===== config.mk =====
export PLATFORM = sky130hd
export DESIGN_NAME = hyg_wire_responder
export DESIGN_NICKNAME = d
export VERILOG_FILES = /design/src/rtl/hyg_pkg.sv /design/src/rtl/hyg_start_detect.sv /design/src/rtl/hyg_phase_timer.sv /design/src/rtl/hyg_frame_seq.sv /design/src/rtl/hyg_wire_responder.sv
export SDC_FILE = /design/constraint.sdc
export NUM_CORES = 1
export LEC_CHECK = 0
export ABC_CLOCK_PERIOD_IN_PS = 4010
export BUFFER_PORTS_ARGS = -buffer_cell sky130_fd_sc_hd__buf_2
export CORE_MARGIN = 5
export CORE_UTILIZATION = 35
export CTS_CLUSTER_DIAMETER = 120
export CTS_CLUSTER_SIZE = 10
export DETAILED_ROUTE_END_ITERATION = 7
export GPL_TIMING_DRIVEN = 0
export PLACE_DENSITY_LB_ADDON = 0.08
export SYNTH_ARGS = -nofsm -noshare
export SYNTH_HDL_FRONTEND = slang
export SYNTH_SLANG_ARGS = --single-unit

===== constraint.sdc =====
create_clock -name clk -period 4.01 [get_ports clk]
set_input_delay 0.2005 -clock clk [delete_from_list [all_inputs] [get_ports clk]]
set_output_delay 0.2005 -clock clk [all_outputs]
set_load 0.05 [all_outputs]

===== src/rtl/hyg_pkg.sv =====
package hyg_pkg;

  localparam int FRAME_BITS = 40;
  localparam int BYTE_W     = 8;

  typedef enum logic [2:0] {
    ST_IDLE,
    ST_TURN,
    ST_ACK_LO,
    ST_ACK_HI,
    ST_BIT_LO,
    ST_BIT_HI,
    ST_TAIL
  } seq_state_t;

  // Checksum: byte sum truncated to eight bits.
  function automatic logic [BYTE_W-1:0] frame_sum(
    input logic [BYTE_W-1:0] a,
    input logic [BYTE_W-1:0] b,
    input logic [BYTE_W-1:0] c,
    input logic [BYTE_W-1:0] d
  );
    logic [BYTE_W+1:0] wide;
    wide = {2'b00, a} + {2'b00, b} + {2'b00, c} + {2'b00, d};
    return wide[BYTE_W-1:0];
  endfunction

  // Frame assembly, first byte in the top bits (sent first).
  function automatic logic [FRAME_BITS-1:0] pack_frame(
    input logic [BYTE_W-1:0] hi,
    input logic [BYTE_W-1:0] hf,
    input logic [BYTE_W-1:0] ti,
    input logic [BYTE_W-1:0] tf
  );
    return {hi, hf, ti, tf, frame_sum(hi, hf, ti, tf)};
  endfunction

  // States in which the device holds the line low.
  function automatic logic drives_low(input seq_state_t s);
    return (s == ST_ACK_LO) || (s == ST_BIT_LO) || (s == ST_TAIL);
  endfunction

endpackage


===== src/rtl/hyg_start_detect.sv =====
module hyg_start_detect #(
  parameter int START_CYC = 900000
) (
  input  logic clk,
  input  logic rst_n,
  input  logic enable,
  input  logic line_i,
  output logic start_evt
);
  localparam int CW = $clog2(START_CYC + 1);
  localparam logic [CW-1:0] LIMIT = CW'(START_CYC);

  logic [CW-1:0] low_cnt;
  logic          armed;

  // Any high cycle, or a busy block, restarts the low-time count.
  always_ff @(posedge clk or negedge rst_n) begin
    if (!rst_n)                low_cnt <= '0;
    else if (!enable || line_i) low_cnt <= '0;
    else if (low_cnt != LIMIT)  low_cnt <= low_cnt + 1'b1;
  end

  assign armed     = (low_cnt == LIMIT);
  assign start_evt = enable && line_i && armed;
endmodule


===== src/rtl/hyg_phase_timer.sv =====
module hyg_phase_timer #(
  parameter int TW = 16
) (
  input  logic          clk,
  input  logic          rst_n,
  input  logic          load,
  input  logic [TW-1:0] load_val,
  output logic          expire
);
  logic [TW-1:0] remain;

  always_ff @(posedge clk or negedge rst_n) begin
    if (!rst_n)            remain <= '0;
    else if (load)         remain <= load_val;
    else if (remain != '0) remain <= remain - 1'b1;
  end

  assign expire = (remain == '0);
endmodule


===== src/rtl/hyg_frame_seq.sv =====
module hyg_frame_seq
  import hyg_pkg::*;
#(
  parameter int TURN_C   = 650,
  parameter int ACK_LO_C = 4150,
  parameter int ACK_HI_C = 4350,
  parameter int BIT_LO_C = 2500,
  parameter int ZERO_C   = 1350,
  parameter int ONE_C    = 3500,
  parameter int TAIL_C   = 2500
) (
  input  logic                  clk,
  input  logic                  rst_n,
  input  logic                  start_evt,
  input  logic [FRAME_BITS-1:0] frame_in,
  output logic                  pull_low,
  output logic                  busy,
  output logic [5:0]            bits_left
);
  localparam int M1   = (TURN_C > ACK_LO_C) ? TURN_C : ACK_LO_C;
  localparam int M2   = (ACK_HI_C > BIT_LO_C) ? ACK_HI_C : BIT_LO_C;
  localparam int M3   = (ZERO_C > ONE_C) ? ZERO_C : ONE_C;
  localparam int M12  = (M1 > M2) ? M1 : M2;
  localparam int M3T  = (M3 > TAIL_C) ? M3 : TAIL_C;
  localparam int MAXC = (M12 > M3T) ? M12 : M3T;
  localparam int TW   = $clog2(MAXC + 1);
  localparam logic [5:0] NBITS = 6'(FRAME_BITS);

  seq_state_t            state, nxt;
  logic [FRAME_BITS-1:0] shreg;
  logic                  load, cap, shift, expire;
  logic [TW-1:0]         lval;

  hyg_phase_timer #(.TW(TW)) u_timer (
    .clk     (clk),
    .rst_n   (rst_n),
    .load    (load),
    .load_val(lval),
    .expire  (expire)
  );

  always_comb begin
    nxt   = state;
    load  = 1'b0;
    lval  = '0;
    cap   = 1'b0;
    shift = 1'b0;
    unique case (state)
      ST_IDLE: if (start_evt) begin
        nxt = ST_TURN; load = 1'b1; lval = TW'(TURN_C - 1); cap = 1'b1;
      end
      ST_TURN: if (expire) begin
        nxt = ST_ACK_LO; load = 1'b1; lval = TW'(ACK_LO_C - 1);
      end
      ST_ACK_LO: if (expire) begin
        nxt = ST_ACK_HI; load = 1'b1; lval = TW'(ACK_HI_C - 1);
      end
      ST_ACK_HI: if (expire) begin
        nxt = ST_BIT_LO; load = 1'b1; lval = TW'(BIT_LO_C - 1);
      end
      ST_BIT_LO: if (expire) begin
        nxt  = ST_BIT_HI;
        load = 1'b1;
        lval = shreg[FRAME_BITS-1] ? TW'(ONE_C - 1) : TW'(ZERO_C - 1);
      end
      ST_BIT_HI: if (expire) begin
        shift = 1'b1;
        load  = 1'b1;
        if (bits_left == 6'd1) begin
          nxt = ST_TAIL;   lval = TW'(TAIL_C - 1);
        end else begin
          nxt = ST_BIT_LO; lval = TW'(BIT_LO_C - 1);
        end
      end
      ST_TAIL: if (expire) nxt = ST_IDLE;
      default: nxt = ST_IDLE;
    endcase
  end

  always_ff @(posedge clk or negedge rst_n) begin
    if (!rst_n) begin
      state     <= ST_IDLE;
      shreg     <= '0;
      bits_left <= '0;
    end else begin
      state <= nxt;
      if (cap) begin
        shreg     <= frame_in;
        bits_left <= NBITS;
      end else if (shift) begin
        shreg     <= {shreg[FRAME_BITS-2:0], 1'b0};
        bits_left <= bits_left - 1'b1;
      end
    end
  end

  assign pull_low = drives_low(state);
  assign busy     = (state != ST_IDLE);
endmodule


===== src/rtl/hyg_wire_responder.sv =====
module hyg_wire_responder
  import hyg_pkg::*;
#(
  parameter int CLKS_PER_US   = 50,
  parameter int HOST_START_US = 18000,
  parameter int TURNAROUND_US = 13,
  parameter int ACK_LOW_US    = 83,
  parameter int ACK_HIGH_US   = 87,
  parameter int BIT_LOW_US    = 50,
  parameter int ZERO_HIGH_US  = 27,
  parameter int ONE_HIGH_US   = 70,
  parameter int TAIL_LOW_US   = 50
) (
  input  logic       clk,
  input  logic       rst_n,
  input  logic       line_i,
  input  logic [7:0] hum_int_i,
  input  logic [7:0] hum_frac_i,
  input  logic [7:0] tmp_int_i,
  input  logic [7:0] tmp_frac_i,
  output logic       pull_low_o,
  output logic       busy_o
);
  localparam int START_CYC = HOST_START_US * CLKS_PER_US;
  localparam int LO_A      = ACK_LOW_US * CLKS_PER_US;
  localparam int LO_B      = BIT_LOW_US * CLKS_PER_US;
  localparam int LO_T      = TAIL_LOW_US * CLKS_PER_US;
  localparam int LO_AB     = (LO_A > LO_B) ? LO_A : LO_B;
  localparam int LO_MAX_CYC = (LO_AB > LO_T) ? LO_AB : LO_T;

  logic                  start_evt;
  logic [FRAME_BITS-1:0] frame_now;
  logic [5:0]            bits_left;

  assign frame_now = pack_frame(hum_int_i, hum_frac_i, tmp_int_i, tmp_frac_i);

  hyg_start_detect #(.START_CYC(START_CYC)) u_detect (
    .clk      (clk),
    .rst_n    (rst_n),
    .enable   (!busy_o),
    .line_i   (line_i),
    .start_evt(start_evt)
  );

  hyg_frame_seq #(
    .TURN_C  (TURNAROUND_US * CLKS_PER_US),
    .ACK_LO_C(LO_A),
    .ACK_HI_C(ACK_HIGH_US * CLKS_PER_US),
    .BIT_LO_C(LO_B),
    .ZERO_C  (ZERO_HIGH_US * CLKS_PER_US),
    .ONE_C   (ONE_HIGH_US * CLKS_PER_US),
    .TAIL_C  (LO_T)
  ) u_seq (
    .clk      (clk),
    .rst_n    (rst_n),
    .start_evt(start_evt),
    .frame_in (frame_now),
    .pull_low (pull_low_o),
    .busy     (busy_o),
    .bits_left(bits_left)
  );
endmodule


==> Word level (Yosys, flattened, before mapping) <==
Cells that the tools add are included.
Widths: inputs -> output; s select.
{ "totals": {"register_bits": 82, "in_bits": 35, "output_inout_bits": 2} }
{ "classes": {"n_addsub": 6, "eq_ne": 16, "mux": 29, "reduce_logical": 16} }
{ "ops": {"columns": ["op", "n"], "rows": [
  ["$mux 40", 2],
  ["$mux 13", 5],
  ["$pmux 13 s5", 1],
  ["$mux 20", 2],
  ["$add 8x8->8", 3],
  ["$mux 12", 2],
  ["$mux 3", 7],
  ["$pmux 3 s7", 1],
  ["$add 20x1->20 const B", 1],
  ["$eq 20x20->1 const B", 1],
  ["$ne 20x20->1 const B", 1],
  ["$logic_not 13->1", 1],
  ["$reduce_bool 13->1", 1],
  ["$sub 13x1->13 const B", 1],
  ["$mux 6", 2],
  ["$ne 2x1->1 const B", 6],
  ["$mux 10", 1],
  ["$eq 3x3->1 const B", 3],
  ["$reduce_and 7->1", 1],
  ["$eq 3x2->1 const B", 2],
  ["$eq 6x1->1 const B", 1],
  ["$reduce_bool 2->1", 3],
  ["$sub 6x1->6 const B", 1],
  ["$reduce_or 5->1", 1],
  ["11 further kinds", 17]
]} }

==> Longest topological paths before layout <==
{ "depth": {"ltp_word": 7, "mapped_depth": 12, "ltp_nobuf": 12} }

==> Hierarchy <==
A second synthesis with hierarchy kept.
{ "unflattened": {"cells_unflattened": 543, "area_unflattened_um2": 5121.2} }
{ "modules_own_cells": {"columns": ["module", "instances", "cells_per_inst", "area_per_inst_um2"], "rows": [
  ["hyg_frame_seq", 1, 262, 2571.2],
  ["hyg_start_detect", 1, 118, 1106.1],
  ["hyg_phase_timer", 1, 82, 767.0],
  ["hyg_wire_responder", 1, 81, 676.9]
]} }

==> Least setup slack after synthesis <==
No wires, ideal clock.
{ "synth_timing": {"path_kind": "input to register", "from": "input port hum_int_i[1]", "to": "register u_seq.shreg[7]", "setup_ps": 126, "arrival_ps": 2531, "t_required_ps": 3884, "path_slack_ps": 1354, "cell_stages": 12, "n_path_buf": 0, "path_cell_list": "inv_1 fa_1 inv_1 fa_1 ha_1 inv_1 fa_1 nand2b_1 a21oi_1 o22ai_1 xnor2_1 mux2i_1"} }
{ "synth_between": {"elab_chain_cells": 4} }
{ "synth_rtl": {"columns": ["item", "line_no", "source"], "rows": [
  ["start: declaration", "hyg_wire_responder.sv:17", "input logic [7:0] hum_int_i,"],
  ["$add 8x8->8 (3 in series)", "hyg_pkg.sv:24", "wide = {2'b00, a} + {2'b00, b} + {2'b00, c} + {2'b00, d};"],
  ["$mux 40", "hyg_frame_seq.sv:87", "if (cap) begin"],
  ["end signal: assignment", "hyg_frame_seq.sv:88", "shreg <= frame_in;"],
  ["end signal: assignment", "hyg_frame_seq.sv:91", "shreg <= {shreg[FRAME_BITS-2:0], 1'b0};"],
  ["end: declaration", "hyg_frame_seq.sv:30", "logic [FRAME_BITS-1:0] shreg;"]
]} }
No other way between the ends.
A chain may end at the register's enable or synchronous reset.

==> Worst setup path after layout <==
{ "layout_timing": {"from": "register u_seq.u_timer.remain[0]", "to": "register u_seq.shreg[38]"} }
{ "layout_between": {"elab_chain_cells": 4} }
{ "layout_rtl": {"columns": ["item", "line_no", "source"], "rows": [
  ["start: declaration", "hyg_phase_timer.sv:10", "logic [TW-1:0] remain;"],
  ["start signal: assignment", "hyg_phase_timer.sv:14", "else if (load) remain <= load_val;"],
  ["start signal: assignment", "hyg_phase_timer.sv:15", "else if (remain != '0) remain <= remain - 1'b1;"],
  ["$logic_not 13->1", "hyg_phase_timer.sv:18", "assign expire = (remain == '0);"],
  ["$mux 1", "hyg_frame_seq.sv:66", "ST_BIT_HI: if (expire) begin"],
  ["$mux 1", "hyg_frame_seq.sv:48", "unique case (state)"],
  ["$reduce_bool 2->1 (no line)", null, null]
]} }
No other way between the ends.

==> impl_metrics.json <==
{
  "grt_overflow": 0,
  "crit_required_ps": 4230,
  "ir_drop_v": 0.000289,
  "timing.reg2reg.setup_slack_ps": 1360,
  "cts_buffers": 9,
  "tritoncts": "built",
  "num_vias": 3652,
  "portBuffers": 36,
  "die_width_um": 127,
  "drc": 0,
  "nNetsFinal": 595,
  "drv_slew": 0,
  "grt_util_all_layers_pct": 15.3,
  "synthesis_to_finish_area_growth_pct": 15.1,
  "clk_transition_reported_paths_ps": 60,
  "async_reset_ff_share_pct": 100,
  "post_syn_instances": 484,
  "number_of_setup_buffers_added_after_cts": 0,
  "area_of_all_sequential_standard_cells_mm2": 0.00205,
  "mappedNetlistNets": 546,
  "yosys-top-cells-count": "82 x dfrtp_1, 46 x inv_1, 41 x nor2_1, 33 x a21o_1, 33 x a22o_1",
  "grt.met2_usage_pct": 23.7,
  "yosys.cell_count.top_type": "dfrtp_1",
  "synthDominantCellAreaShare_pct": 42.5,
  "route.detailed.vias_per_inst": 5.12,
  "detailedPlace.worstSlack_ps": 1000,
  "ys_types": 53,
  "max-cap-violations": 0,
  "use_met1_pct": 21.5,
  "starting_density_pct": 36.0,
  "final_antenna_net_count": 0,
  "slew_headroom_pct": 38.2,
  "htree_num_levels": 3,
  "gp_routability_congestion": 0.793,
  "drt_first_pass_iters": 5,
  "setup.worst_path.start_class": "flop",
  "timing.critical_path.slowest_cell_delay_ps": 410,
  "timing.clock.skew_ps": 8.96,
  "top_level_ports": 37,
  "diodes": 0,
  "post_synth_instance_area_mm2": 0.00482,
  "wire_per_inst_um": 16.5,
  "place_hpwl_um": 8900,
  "seq_area_frac_synth_pct": 42.5,
  "pin_count_of_the_biggest_net_entering_global_routing": 56,
  "grt_setup_unrepaired": "false",
  "outcome": "finished, final reports clean",
  "rows": 42,
  "critical_path.cell_chain": "inv_1 -> ha_1 -> nor4b_1 -> nand4b_1 -> nor2_1 -> buf_2 -> mux2_2 -> mux2_1",
  "worst_skew_pair.late_latency_ps": 340,
  "fp.dieArea_mm2": 0.0162,
  "worst_slew_pin_slew_ps": 918,
  "placed_cells_incl_taps": 697,
  "coreArea_mm2": 0.0134,
  "timing.setup.critical_path_class": "reg -> reg",
  "first_pass_grt_wire_length_um": 19500,
  "ctsLongestPathBuffers": 2,
  "instances_no_fill": 713,
  "worstPathArrival_ps": 2870,
  "post_route_clock_period_utilization_pct": 66.1,
  "finalSetupViolCount": 0,
  "clk_root_buffer_cell": "clkbuf_16",
  "dieHeight_um": 127,
  "grt_pass1_vias": 3794,
  "layout-drive-gt1-share_pct": 12.5,
  "layout_setup_ws_ps": 1360,
  "detail_route.iter0.violations": 222,
  "route.final.wire_length_um": 11800,
  "ys.warnings.count": 0,
  "n_fill_cell": 1347,
  "final.min_clock_period_ps": 2650,
  "post_synth.cell_area_avg_um2": 9.97,
  "crit_fanout": 10,
  "worstSetupEndpointType": "flop",
  "clkSinkCount": 82,
  "critical-path-slowest-cell": "dfrtp_1",
  "ys.flop_type": "dfrtp_1",
  "post-synth-top-area-cell": "dfrtp_1",
  "fin_total_pwr_mw": 1.91,
  "hp-class": "in -> reg",
  "ys_ff_latch": 82,
  "met3_demand_to_capacity_share_in_global_routing_pct": 4.72,
  "grt-busiest-layer": "met2",
  "synth_edf_count": 0,
  "cellLeakagePower_nw": 2.76,
  "multi_input_comb_area_mm2": 0.00249,
  "synth.area.top_cells": "dfrtp_1 43%, a22o_1 6.0%, fa_1 5.8%",
  "power-per-cell-area_mw_per_mm2": 345,
  "antenna_violations_before_repair": 0,
  "fmax_ghz": 0.377,
  "totalNegativeSetupSlack_ps": 0,
  "final_hold_violations": 0
}
flip-flops by register name, summed over array words and instances (netlist names):
register,flops
u_seq.shreg,40
u_detect.low_cnt,20
u_seq.u_timer.remain,13
u_seq.bits_left,6
u_seq.state,3
area by class of cell:
cell class	count	share of cell area [%]
clock buffer	12	4.44
clock inverter	3	0.721
timing repair buffer	38	3.97
sequential	82	37.0
multi-input combinational	333	45.0
tap	176	3.97
inverter	46	3.11
buffer	23	1.87
critical path, delay by kind of cell, from the launching register on:
family / cells / cell delay [ps]
simple gates: 3 / 930
mux: 2 / 640
buf+inv: 2 / 410
flops: 1 / 410
fa+ha+maj: 1 / 140
metal layers:
metal,up-vias,routed length (um)
li1,1779,-
met1,1804,5730
met2,64,5390
met3,5,565
met4,0,97
met5,-,0
power breakdown:
part	switching [mW]	leakage (nW)	internal [mW]	total, mW
clock	0.330	0.142	0.495	0.824
sequential	0.00265	1.06	0.830	0.832
combinational	0.144	1.55	0.112	0.256
cell families after synthesis:
logic type,share of synthesized area (%)
mux,2.13
fa+ha+maj,9.18
buf+inv,5.73
simple gates,15.2
flops,42.5
compound gates,18.0
xor+xnor,7.26
path summary, 6_finish.rpt:
check                                         from                      end  cells after the start
min                                   hum_int_i[6]          u_seq.shreg[38]                      2
max in group asynchronous                    rst_n          u_seq.shreg[33]                      3
max                        u_seq.u_timer.remain[0]          u_seq.shreg[38]                      8
max reg2reg                u_seq.u_timer.remain[0]          u_seq.shreg[38]                      8
min in group asynchronous                    rst_n  u_seq.u_timer.remain[7]                      2
min reg2reg                        u_seq.shreg[30]          u_seq.shreg[30]                      1
per-stage QoR:
| stage | util [%] | hold WS (ps) | cell area [um^2] |
|---|---|---|---|
| final | 41.4 | 118 | 5550 |
| after global routing | 41.4 | 123 | 5550 |
| after CTS | 41.4 | 109 | 5550 |
| after detailed placement | 39.2 | 173 | 5250 |
| after global placement | 39.0 | 459 | 5220 |
| after floorplan | - | -95.1 | 4820 |
repair_timing:
item / CTS / global route
hold endpoints to repair: 27 / 0
resized for setup: 0 / 0
hold buffers: 1 / 0
placed cells by master (no fill, tap or decap), types with 9 or more instances in the layout:
master,netlist,routed
a21oi_1,13,13
clkbuf_1,14,16
a22o_1,33,33
nand3_1,17,17
nor2_1,41,41
dfrtp_1,82,82
fa_1,14,14
xor2_1,19,19
ha_1,13,13
nand2_1,24,24
o21ai_0,13,13
inv_1,46,46
xnor2_1,21,21
buf_2,5,40
a21o_1,33,33
clkbuf_16,0,9
(Power assumes the default switching activity.)
